--- src/rtl/sysclk_pkg.sv ---
// Package: sysclk_pkg
// Holds the configuration word layout and the three divisor lookup tables
// shared by the ratio generator and its checker.
// Assumes a 28-bit configuration word; the field positions are decoded by
// software-visible neighbours and are kept fixed.
package sysclk_pkg;

    localparam int CFG_BITS  = 28;
    localparam int CORE_LSB  = 25;  // 3-bit core ratio code
    localparam int NBYP_BIT  = 23;  // 1 = count PLL ticks
    localparam int BUS_LSB   = 20;  // 3-bit bus ratio code
    localparam int PER_LSB   = 18;  // 2-bit peripheral ratio code
    localparam int PS_LSB    = 16;  // 2-bit PLL output shift
    localparam int FB1_LSB   = 11;  // 5-bit first feedback term
    localparam int FB2_LSB   = 5;   // 6-bit second feedback term
    localparam int IPD_LSB   = 0;   // 5-bit input divider term

    // Core ratio table: powers of two up to 16, upper codes fall back to 1.
    function automatic int unsigned core_ratio(input logic [2:0] code);
        case (code)
            3'd1:    return 2;
            3'd2:    return 4;
            3'd3:    return 8;
            3'd4:    return 16;
            default: return 1;
        endcase
    endfunction

    // Bus ratio table: non-uniform, includes 5 and 6.
    function automatic int unsigned bus_ratio(input logic [2:0] code);
        case (code)
            3'd0:    return 1;
            3'd1:    return 2;
            3'd2:    return 4;
            3'd3:    return 5;
            3'd4:    return 6;
            3'd5:    return 8;
            3'd6:    return 16;
            default: return 32;
        endcase
    endfunction

    // Peripheral ratio table, applied on top of the bus ratio.
    function automatic int unsigned per_ratio(input logic [1:0] code);
        case (code)
            2'd0:    return 1;
            2'd1:    return 2;
            2'd2:    return 4;
            default: return 8;
        endcase
    endfunction

endpackage

--- src/rtl/sysclk_cfg_hold.sv ---
// Module: sysclk_cfg_hold
// Shadow and active configuration registers. A load captures the word
// into the shadow and marks it waiting; the waiting word moves to the
// active register on a cycle where apply_i is high. A later load while
// waiting overwrites the shadow.
// Assumes apply_i is a single-cycle boundary strobe from the dividers.
module sysclk_cfg_hold #(
    parameter int CFG_W = 28
) (
    input  logic             clk_i,
    input  logic             rst_n_i,
    input  logic             load_i,
    input  logic [CFG_W-1:0] word_i,
    input  logic             apply_i,
    output logic [CFG_W-1:0] active_o
);

    logic [CFG_W-1:0] shadow_q;
    logic             waiting_q;

    // Capture loads, track the waiting flag and promote at the boundary.
    always_ff @(posedge clk_i) begin
        if (!rst_n_i) begin
            shadow_q  <= '0;
            waiting_q <= 1'b0;
            active_o  <= '0;
        end else begin
            if (load_i) begin
                shadow_q <= word_i;
            end
            waiting_q <= load_i | (waiting_q & ~apply_i);
            if (waiting_q && apply_i) begin
                active_o <= shadow_q;
            end
        end
    end

endmodule

--- src/rtl/sysclk_ratio_lut.sv ---
// Module: sysclk_ratio_lut
// Decodes the ratio code fields of the active word into divisor values
// and the source selection.
// Assumes DIV_W is wide enough for the largest table entry (32).
module sysclk_ratio_lut #(
    parameter int DIV_W = 6
) (
    input  logic [2:0]       core_code_i,
    input  logic [2:0]       bus_code_i,
    input  logic [1:0]       per_code_i,
    input  logic             nbyp_i,
    output logic [DIV_W-1:0] core_div_o,
    output logic [DIV_W-1:0] bus_div_o,
    output logic [DIV_W-1:0] per_div_o,
    output logic             xtal_sel_o
);

    import sysclk_pkg::*;

    // Table lookups for the three ratios and the source choice.
    always_comb begin
        core_div_o = DIV_W'(core_ratio(core_code_i));
        bus_div_o  = DIV_W'(bus_ratio(bus_code_i));
        per_div_o  = DIV_W'(per_ratio(per_code_i));
        xtal_sel_o = ~nbyp_i;
    end

endmodule

--- src/rtl/sysclk_tick_div.sv ---
// Module: sysclk_tick_div
// Counts input ticks modulo div_i and raises a strobe on the tick that
// ends each period. A divisor of 1 passes every tick through.
// Assumes div_i only changes on a cycle where the counter wraps to zero,
// so the counter is always below the divisor.
module sysclk_tick_div #(
    parameter int DIV_W = 6
) (
    input  logic             clk_i,
    input  logic             rst_n_i,
    input  logic             tick_i,
    input  logic [DIV_W-1:0] div_i,
    output logic             last_o,
    output logic             pulse_o
);

    logic [DIV_W-1:0] cnt_q;

    // Terminal count and the qualified strobe.
    always_comb begin
        last_o  = (cnt_q == (div_i - DIV_W'(1)));
        pulse_o = tick_i & last_o;
    end

    // Advance on each tick and wrap at the terminal count.
    always_ff @(posedge clk_i) begin
        if (!rst_n_i) begin
            cnt_q <= '0;
        end else if (tick_i) begin
            cnt_q <= last_o ? '0 : cnt_q + DIV_W'(1);
        end
    end

endmodule

--- src/rtl/sysclk_pll_info.sv ---
// Module: sysclk_pll_info
// Forms the PLL multiplier readback from the active word: feedback
// product, input divisor and output shift. Pure readback, no timing role.
// Assumes NUM_W >= FB1_W + FB2_W + 2 so the product cannot overflow.
module sysclk_pll_info #(
    parameter int FB1_W = 5,
    parameter int FB2_W = 6,
    parameter int IPD_W = 5,
    parameter int PS_W  = 2,
    localparam int NUM_W = FB1_W + FB2_W + 2,
    localparam int DEN_W = IPD_W + 1
) (
    input  logic [FB1_W-1:0] fb1_i,
    input  logic [FB2_W-1:0] fb2_i,
    input  logic [IPD_W-1:0] ipd_i,
    input  logic [PS_W-1:0]  ps_i,
    output logic [NUM_W-1:0] num_o,
    output logic [DEN_W-1:0] den_o,
    output logic [PS_W-1:0]  shift_o
);

    // Offset-by-one terms and their product.
    always_comb begin
        num_o   = (NUM_W'(fb1_i) + NUM_W'(1)) * (NUM_W'(fb2_i) + NUM_W'(1));
        den_o   = DEN_W'(ipd_i) + DEN_W'(1);
        shift_o = ps_i;
    end

endmodule

--- src/rtl/sysclk_ratio_gen.sv ---
// Module: sysclk_ratio_gen (top)
// Derives core, bus and peripheral enable strobes from the selected source
// tick. The peripheral divider counts bus strobes. A loaded word is applied
// only at a tick where all three dividers end their periods together.
// Assumes both tick inputs are already in the clk_i domain.
module sysclk_ratio_gen #(
    parameter int CFG_W = 28,
    parameter int DIV_W = 6,
    parameter int FB1_W = 5,
    parameter int FB2_W = 6,
    parameter int IPD_W = 5,
    parameter int PS_W  = 2,
    localparam int NUM_W = FB1_W + FB2_W + 2,
    localparam int DEN_W = IPD_W + 1
) (
    input  logic             clk_i,
    input  logic             rst_n_i,
    input  logic             xtal_ce_i,
    input  logic             pll_ce_i,
    input  logic             cfg_load_i,
    input  logic [CFG_W-1:0] cfg_word_i,
    output logic             core_en_o,
    output logic             bus_en_o,
    output logic             per_en_o,
    output logic [CFG_W-1:0] cfg_active_o,
    output logic [DIV_W-1:0] core_div_o,
    output logic [DIV_W-1:0] bus_div_o,
    output logic [DIV_W-1:0] per_div_o,
    output logic             xtal_sel_o,
    output logic [NUM_W-1:0] pll_num_o,
    output logic [DEN_W-1:0] pll_den_o,
    output logic [PS_W-1:0]  pll_shift_o
);

    import sysclk_pkg::*;

    logic src_tick;
    logic core_last, bus_last, per_last;
    logic boundary;

    sysclk_cfg_hold #(.CFG_W(CFG_W)) u_hold (
        .clk_i    (clk_i),
        .rst_n_i  (rst_n_i),
        .load_i   (cfg_load_i),
        .word_i   (cfg_word_i),
        .apply_i  (boundary),
        .active_o (cfg_active_o)
    );

    sysclk_ratio_lut #(.DIV_W(DIV_W)) u_lut (
        .core_code_i (cfg_active_o[CORE_LSB +: 3]),
        .bus_code_i  (cfg_active_o[BUS_LSB +: 3]),
        .per_code_i  (cfg_active_o[PER_LSB +: 2]),
        .nbyp_i      (cfg_active_o[NBYP_BIT]),
        .core_div_o  (core_div_o),
        .bus_div_o   (bus_div_o),
        .per_div_o   (per_div_o),
        .xtal_sel_o  (xtal_sel_o)
    );

    // Source select and the common-boundary strobe.
    always_comb begin
        src_tick = xtal_sel_o ? xtal_ce_i : pll_ce_i;
        boundary = src_tick & core_last & bus_last & per_last;
    end

    sysclk_tick_div #(.DIV_W(DIV_W)) u_core_div (
        .clk_i   (clk_i),
        .rst_n_i (rst_n_i),
        .tick_i  (src_tick),
        .div_i   (core_div_o),
        .last_o  (core_last),
        .pulse_o (core_en_o)
    );

    sysclk_tick_div #(.DIV_W(DIV_W)) u_bus_div (
        .clk_i   (clk_i),
        .rst_n_i (rst_n_i),
        .tick_i  (src_tick),
        .div_i   (bus_div_o),
        .last_o  (bus_last),
        .pulse_o (bus_en_o)
    );

    sysclk_tick_div #(.DIV_W(DIV_W)) u_per_div (
        .clk_i   (clk_i),
        .rst_n_i (rst_n_i),
        .tick_i  (bus_en_o),
        .div_i   (per_div_o),
        .last_o  (per_last),
        .pulse_o (per_en_o)
    );

    sysclk_pll_info #(
        .FB1_W(FB1_W), .FB2_W(FB2_W), .IPD_W(IPD_W), .PS_W(PS_W)
    ) u_pll (
        .fb1_i   (cfg_active_o[FB1_LSB +: FB1_W]),
        .fb2_i   (cfg_active_o[FB2_LSB +: FB2_W]),
        .ipd_i   (cfg_active_o[IPD_LSB +: IPD_W]),
        .ps_i    (cfg_active_o[PS_LSB +: PS_W]),
        .num_o   (pll_num_o),
        .den_o   (pll_den_o),
        .shift_o (pll_shift_o)
    );

endmodule

--- config.mk ---
export PLATFORM = sky130hd
export DESIGN_NAME = sysclk_ratio_gen
export DESIGN_NICKNAME = d
export VERILOG_FILES = /design/src/rtl/sysclk_pkg.sv /design/src/rtl/sysclk_cfg_hold.sv /design/src/rtl/sysclk_ratio_lut.sv /design/src/rtl/sysclk_tick_div.sv /design/src/rtl/sysclk_pll_info.sv /design/src/rtl/sysclk_ratio_gen.sv
export SDC_FILE = /design/constraint.sdc
export NUM_CORES = 1
export LEC_CHECK = 0
export BUFFER_PORTS_ARGS = -buffer_cell sky130_fd_sc_hd__clkbuf_2
export CORE_ASPECT_RATIO = 1.25
export CORE_MARGIN = 2
export CORE_UTILIZATION = 50
export CTS_CLUSTER_DIAMETER = 150
export DETAILED_ROUTE_END_ITERATION = 16
export HOLD_SLACK_MARGIN = 0.1
export PLACE_DENSITY_LB_ADDON = 0.2
export SLEW_MARGIN = 20
export SYNTH_ARGS = -nofsm -noshare
export SYNTH_HDL_FRONTEND = slang
export SYNTH_SLANG_ARGS = --single-unit
--- constraint.sdc ---
create_clock -name clk_i -period 16.4 [get_ports clk_i]
set_clock_uncertainty 0.2 [all_clocks]
set_input_delay 3.28 -clock clk_i [delete_from_list [all_inputs] [get_ports clk_i]]
set_output_delay 3.28 -clock clk_i [all_outputs]
set_load 0.02 [all_outputs]
======== Word-level counts from Yosys, hierarchy flattened ========
Cells that the tools add are included.
storage, ports and cells
  output and inout port bits .............. 71
  ROM bits ................................ 0
  bits of input ports ..................... 33
  bits in latches ......................... 0
  memory bits (writable) .................. 0
  register bits ........................... 75
  logic and storage cells ................. 50
  memories kept ........................... 0
operators by class
  divide/modulo/power cells ............... 0
  reductions and logical operators ........ 3
  multipliers ............................. 1
  bitwise logic cells ..................... 9
  equality and inequality tests ........... 15
  multiplexer cells ....................... 7
  shifts and indexed selects .............. 0
  order comparisons ....................... 0
  $add $sub $neg .......................... 9
operators with widths
  kind                 count
  $pmux 6 s7           1
  $pmux 5 s4           1
  $add 6x1->6 const B  3
  $eq 6x6->1           3
  $mux 6               3
  $mul 13x13->13       1
  $add 5x1->6 const B  2
  $eq 3x2->1 const B   4
  $eq 3x3->1 const B   4
  $pmux 4 s3           1
  $add 6x1->7 const B  1
  $and 1x1->1          6
  $eq 3x1->1 const B   2
  $sub 5x1->6 const B  1
  $sub 6x1->6 const B  1
  $sub 4x1->5 const B  1
  $logic_not 3->1      1
  $eq 2x1->1 const B   1
  $eq 2x2->1 const B   1
  $logic_not 2->1      1
  $not 1->1            2
  $logic_and 1x1->1    1
  $mux 1               1
  $or 1x1->1           1

======== Logic depth before layout (Yosys ltp) ========
  depth after elaboration ................. 10
  depth in mapped cells ................... 16
  mapped depth without buffers ............ 16

======== By module ========
From an unflattened synthesis, not the netlist that was laid out.
second synthesis, totals
  cells, all modules ...................... 600
  area, all modules ....................... 5277.6 µm²
modules (own cells, without submodules)
  module            cells an instance  seq. area each (µm²)  area each (µm²)  times used
  sysclk_cfg_hold   221                1141.1                2179.6           1
  sysclk_tick_div   58                 120.1                 493.0            3
  sysclk_pll_info   177                0.0                   1437.6           1
  sysclk_ratio_lut  26                 0.0                   157.7            1
  sysclk_ratio_gen  2                  0.0                   23.8             1

======== Least setup slack after synthesis ========
No wires, ideal clock.
  kind .................................... input to output
  from .................................... input pll_ce_i
  to ...................................... output per_en_o
  data arrival time ....................... 4.383 ns
  buffers on the path ..................... 1
  required time ........................... 12.920 ns
  cell stages on the path ................. 6
  path slack .............................. 8.537 ns
  cells stage by stage .................... mux2i_1 nor2_1 o2111ai_2 or2_0 clkbuf_2 nor2_1
on the way
  longest elaborated chain between the ends .. 3
ends and longest elaborated chain
  what                       line                    RTL
  start: declaration         sysclk_ratio_gen.sv:19  input logic pll_ce_i,
  $mux 1                     sysclk_ratio_gen.sv:63  src_tick = xtal_sel_o ? xtal_ce_i : pll_ce_i;
  $and 1x1->1 (2 in series)  sysclk_tick_div.sv:22   pulse_o = tick_i & last_o;
  end: declaration           sysclk_ratio_gen.sv:24  output logic per_en_o,
Every way passes these cells.

======== Worst setup path after layout ========
  from .................................... register u_hold.active_o[11]
  to ...................................... output pll_num_o[9]
on the way
  longest elaborated chain between the ends .. 2
ends and longest elaborated chain
  what                      line                    RTL
  start: declaration        sysclk_cfg_hold.sv:15   output logic [CFG_W-1:0] active_o
  start signal: assignment  sysclk_cfg_hold.sv:33   active_o <= shadow_q;
  $add 5x1->6               sysclk_pll_info.sv:24   num_o = (NUM_W'(fb1_i) + NUM_W'(1)) * (NUM_W'(fb2_i) + NUM_W'(1));
  $mul 13x13->13            sysclk_pll_info.sv:24
  end: declaration          sysclk_ratio_gen.sv:30  output logic [NUM_W-1:0] pll_num_o,
Every way passes these cells.

==> parameters.txt <==
Parameter                              Value

Die
  I/O pin count    104
  Die height    114 um
  Area of the core region    0.00946 mm^2
  Die footprint    0.0104 mm^2
  Initial Util    0.508
  Die width    91.7 um
  Number of rows in the core area    40

Route
  WL/cell    13.5 um
  Vias per Instance    5.18
  Count of antenna-violating nets left after detailed routing    0
  DRC violation count after routing    0
  Count of vias placed by the detailed router    3979
  Total detailed-routing wirelength    10300 um
  Starting DRC count in detailed routing    160
  Pre-antenna DRT Iters    4

Timing
  Max Transition Viols Final    0
  Setup TNS    0 ps
  Final period utilization    0.522
  Endpoints failing setup    0
  Least-Margin Pin Slew    1040 ps
  Worst hold slack across all endpoints    253 ps
  Setup repair after global routing missed its margin    no
  Peak Freq    117 MHz
  Clock period minus final worst setup slack    8560 ps
  Max transition margin    0.307
  Final Hold Viols    0

Synthesis
  Post-synth EDFFs    0
  Count of mapped cells out of synthesis    557
  Synth top area cells    sky130_fd_sc_hd__dfxtp_1 (31%), sky130_fd_sc_hd__mux2i_1 (12%), sky130_fd_sc_hd__fa_1 (8.8%)
  Leading cell types by count after synthesis    sky130_fd_sc_hd__nor2_1 (85), sky130_fd_sc_hd__nand2_1 (76), sky130_fd_sc_hd__dfxtp_1 (75)
  Portion of synthesized cell area occupied by the leading cell type    0.313
  Post-synthesis instance area    0.00480 mm^2
  Part of the Yosys area used for sequential elements    0.313
  Top-count cell post-synth    sky130_fd_sc_hd__nor2_1
  Most area-hungry cell type in the Yosys netlist    sky130_fd_sc_hd__dfxtp_1
  Synthesis Warnings    0
  Post-synth ARST share    0
  Top flip-flop cell by instance count after synthesis    sky130_fd_sc_hd__dfxtp_1
  Post-synthesis sequential element count    75
  Mean cell area of the mapped netlist    8.63 um^2
  Number of unique standard cell types used by synthesis    54

Critical path
  Required arrival time at the worst endpoint    12920 ps
  Path type of the worst setup path    reg2out
  Worst-path cell chain    ha_1 -> nand3_1 -> xor2_1 -> nand2b_1 -> fa_1 -> fa_1 -> fa_1 -> inv_1 -> ha_1 -> nor2b_1 -> o21ai_0 -> a21boi_0 -> o21ai_0 -> nor2b_1 -> xnor2_1 -> clkbuf_2
  Critical Path Source Type    flop
  Slowest stage cell on the critical path    sky130_fd_sc_hd__dfxtp_1
  Max incr delay on CP    550 ps
  Critical path capture point type    primary output
  Arrival time worst endpoint    5080 ps
  Dominant cell type by count on the critical path    sky130_fd_sc_hd__fa_1
  Critical path fanouts, max    11

Clocking
  Total number of H-tree levels    3
  Clock Tree Root    sky130_fd_sc_hd__clkbuf_16
  CTS sink count    75
  Post-cts hold buffer count    0
  Clock buffers created by TritonCTS    9
  Post-cts repair resize count    0
  Clock tree from TritonCTS    yes
  Clock insertion delay at the later pin of the skew report    320 ps
  Buffers inserted during post-CTS setup optimization    0
  Longest Clk Path Bufs    2
  Clk slew on worst S/H paths    60 ps

Placement
  Quantity of I/O buffers inserted on ports    100
  Weighted congestion reported at the end of routability-driven placement    0.845
  DPL Wire Length    7680 um

Final layout
  Proportion of layout cells with a drive suffix above 1    0.209
  Number of nets at the end of the flow    718
  Filler cells    839
  Antenna Cells    0
  Post-synthesis to final-layout area growth    16.7%

Global routing
  Wire length of the first global-routing pass    16700 um
  Met1 GRT Util    0.221
  Largest net degree at the start of global routing    60
  Global Route met2 Usage    0.366
  Met3 Use GR    0.0370
  Vias in the first global route    3729
  Global-route usage over all layers    0.197
  Most used routing layer    met2
  Initial antenna violation count    0
  Grt ovf    0

Power
  Power density cells    81.2 mW/mm^2
  Highest ir drop seen on vdd    0.0771 mV
  P_leak    2.80 nW

Run status
  Run status    completed

Job
  Number of maximum-capacitance constraint violations    0

Hold path
  Tightest Hold Check Type    reg2reg
[cell type report]
type	instances	area [um^2]	area share
Sequential cell	75	1500	0.268
Clock inverter	5	75.1	0.0134
Multi-Input combinational cell	415	2970	0.530
Tap cell	126	158	0.0281
Timing Repair Buffer	103	523	0.0933
Clock buffer	11	253	0.0451
Inverter	33	124	0.0221
[per-stage QoR]
step | worst slack [ps] | total power (W) | utilization | cell area (um^2) | std cells
after floorplan | 8540 | 0.000236 | - | 4810 | 559
after global placement | 8170 | 0.000248 | 0.558 | 5280 | 752
after detailed placement | 8090 | 0.000249 | 0.558 | 5280 | 752
after CTS | 7890 | 0.000461 | 0.593 | 5610 | 768
after global routing | 7590 | 0.000474 | 0.593 | 5610 | 768
final | 7840 | 0.000455 | 0.593 | 5610 | 768
[cells by family after synthesis]
group / share of synthesized area
AND/OR/NAND/NOR: 0.215
AO/OA/AOI/OAI: 0.0599
flip-flops: 0.313
buffers and inverters: 0.0706
multiplexers: 0.126
other: 0.000781
adder cells (fa/ha/maj): 0.158
XOR/XNOR: 0.0581
[power by group]
| part | internal (W) | switching, W |
|---|---|---|
| Clock | 0.000141 | 0.0000700 |
| Sequential | 0.000189 | 0.00000587 |
| Combinational | 0.0000196 | 0.0000306 |
| Total | 0.000349 | 0.000107 |
[worst max-delay path, delay by kind of cell (launching register included)]
family,cells,cell delay (ps)
adders and majority gates,5,2100
AOI/OAI and AO/OA,3,680
DFF,1,550
buffers and inverters,2,220
and+or+nand+nor,4,640
xor gates and xnor gates,2,570
[worst paths after layout]
check | from | cells after the start | endpoint | slack (ps)
min | u_hold.shadow_q[25]$_SDFFE_PN0P_ | 2 | u_hold.active_o[25]$_SDFFE_PN0P_ | 250
max | u_hold.active_o[11]$_SDFFE_PN0P_ | 16 | pll_num_o[9] | 7840
max reg2reg | u_hold.active_o[27]$_SDFFE_PN0P_ | 7 | u_hold.active_o[2]$_SDFFE_PN0P_ | 12930
min reg2reg | u_hold.shadow_q[25]$_SDFFE_PN0P_ | 2 | u_hold.active_o[25]$_SDFFE_PN0P_ | 250
[metal layers]
metal,vias to the layer above,wire [um]
met1,1890,4380
met4,0,136
met5,-,0
met3,11,331
met2,87,5480
li1,1991,-
[placed cells by master (no fill, tap or decap), types with 4 or more instances in the layout]
cell type                   Yosys  final
sky130_fd_sc_hd__nor2_1        85     85
sky130_fd_sc_hd__xnor2_1       16     16
sky130_fd_sc_hd__nand2_1       76     76
sky130_fd_sc_hd__mux2i_1       57     57
sky130_fd_sc_hd__ha_1          27     27
sky130_fd_sc_hd__or3_1          4      4
sky130_fd_sc_hd__clkbuf_16      0      9
sky130_fd_sc_hd__dfxtp_1       75     75
sky130_fd_sc_hd__or2_2          8      8
sky130_fd_sc_hd__inv_1         33     33
sky130_fd_sc_hd__and3_1         6      6
sky130_fd_sc_hd__a21oi_1       16     16
sky130_fd_sc_hd__fa_1          21     21
sky130_fd_sc_hd__clkbuf_2       1    100
sky130_fd_sc_hd__o21ai_0       11     11
sky130_fd_sc_hd__nand3_1       13     13
sky130_fd_sc_hd__xor2_1        14     14
sky130_fd_sc_hd__nor3_1         6      6
sky130_fd_sc_hd__nor2b_1        5      5
[registers in the layout, indices dropped and copies added, names as in the netlist]
| register | cells |
|---|---|
| u_hold.waiting_q | 1 |
| u_bus_div.cnt_q | 6 |
| u_per_div.cnt_q | 6 |
| u_hold.active_o | 28 |
| u_core_div.cnt_q | 6 |
| u_hold.shadow_q | 28 |
Power figures use the tool's default switching activity.
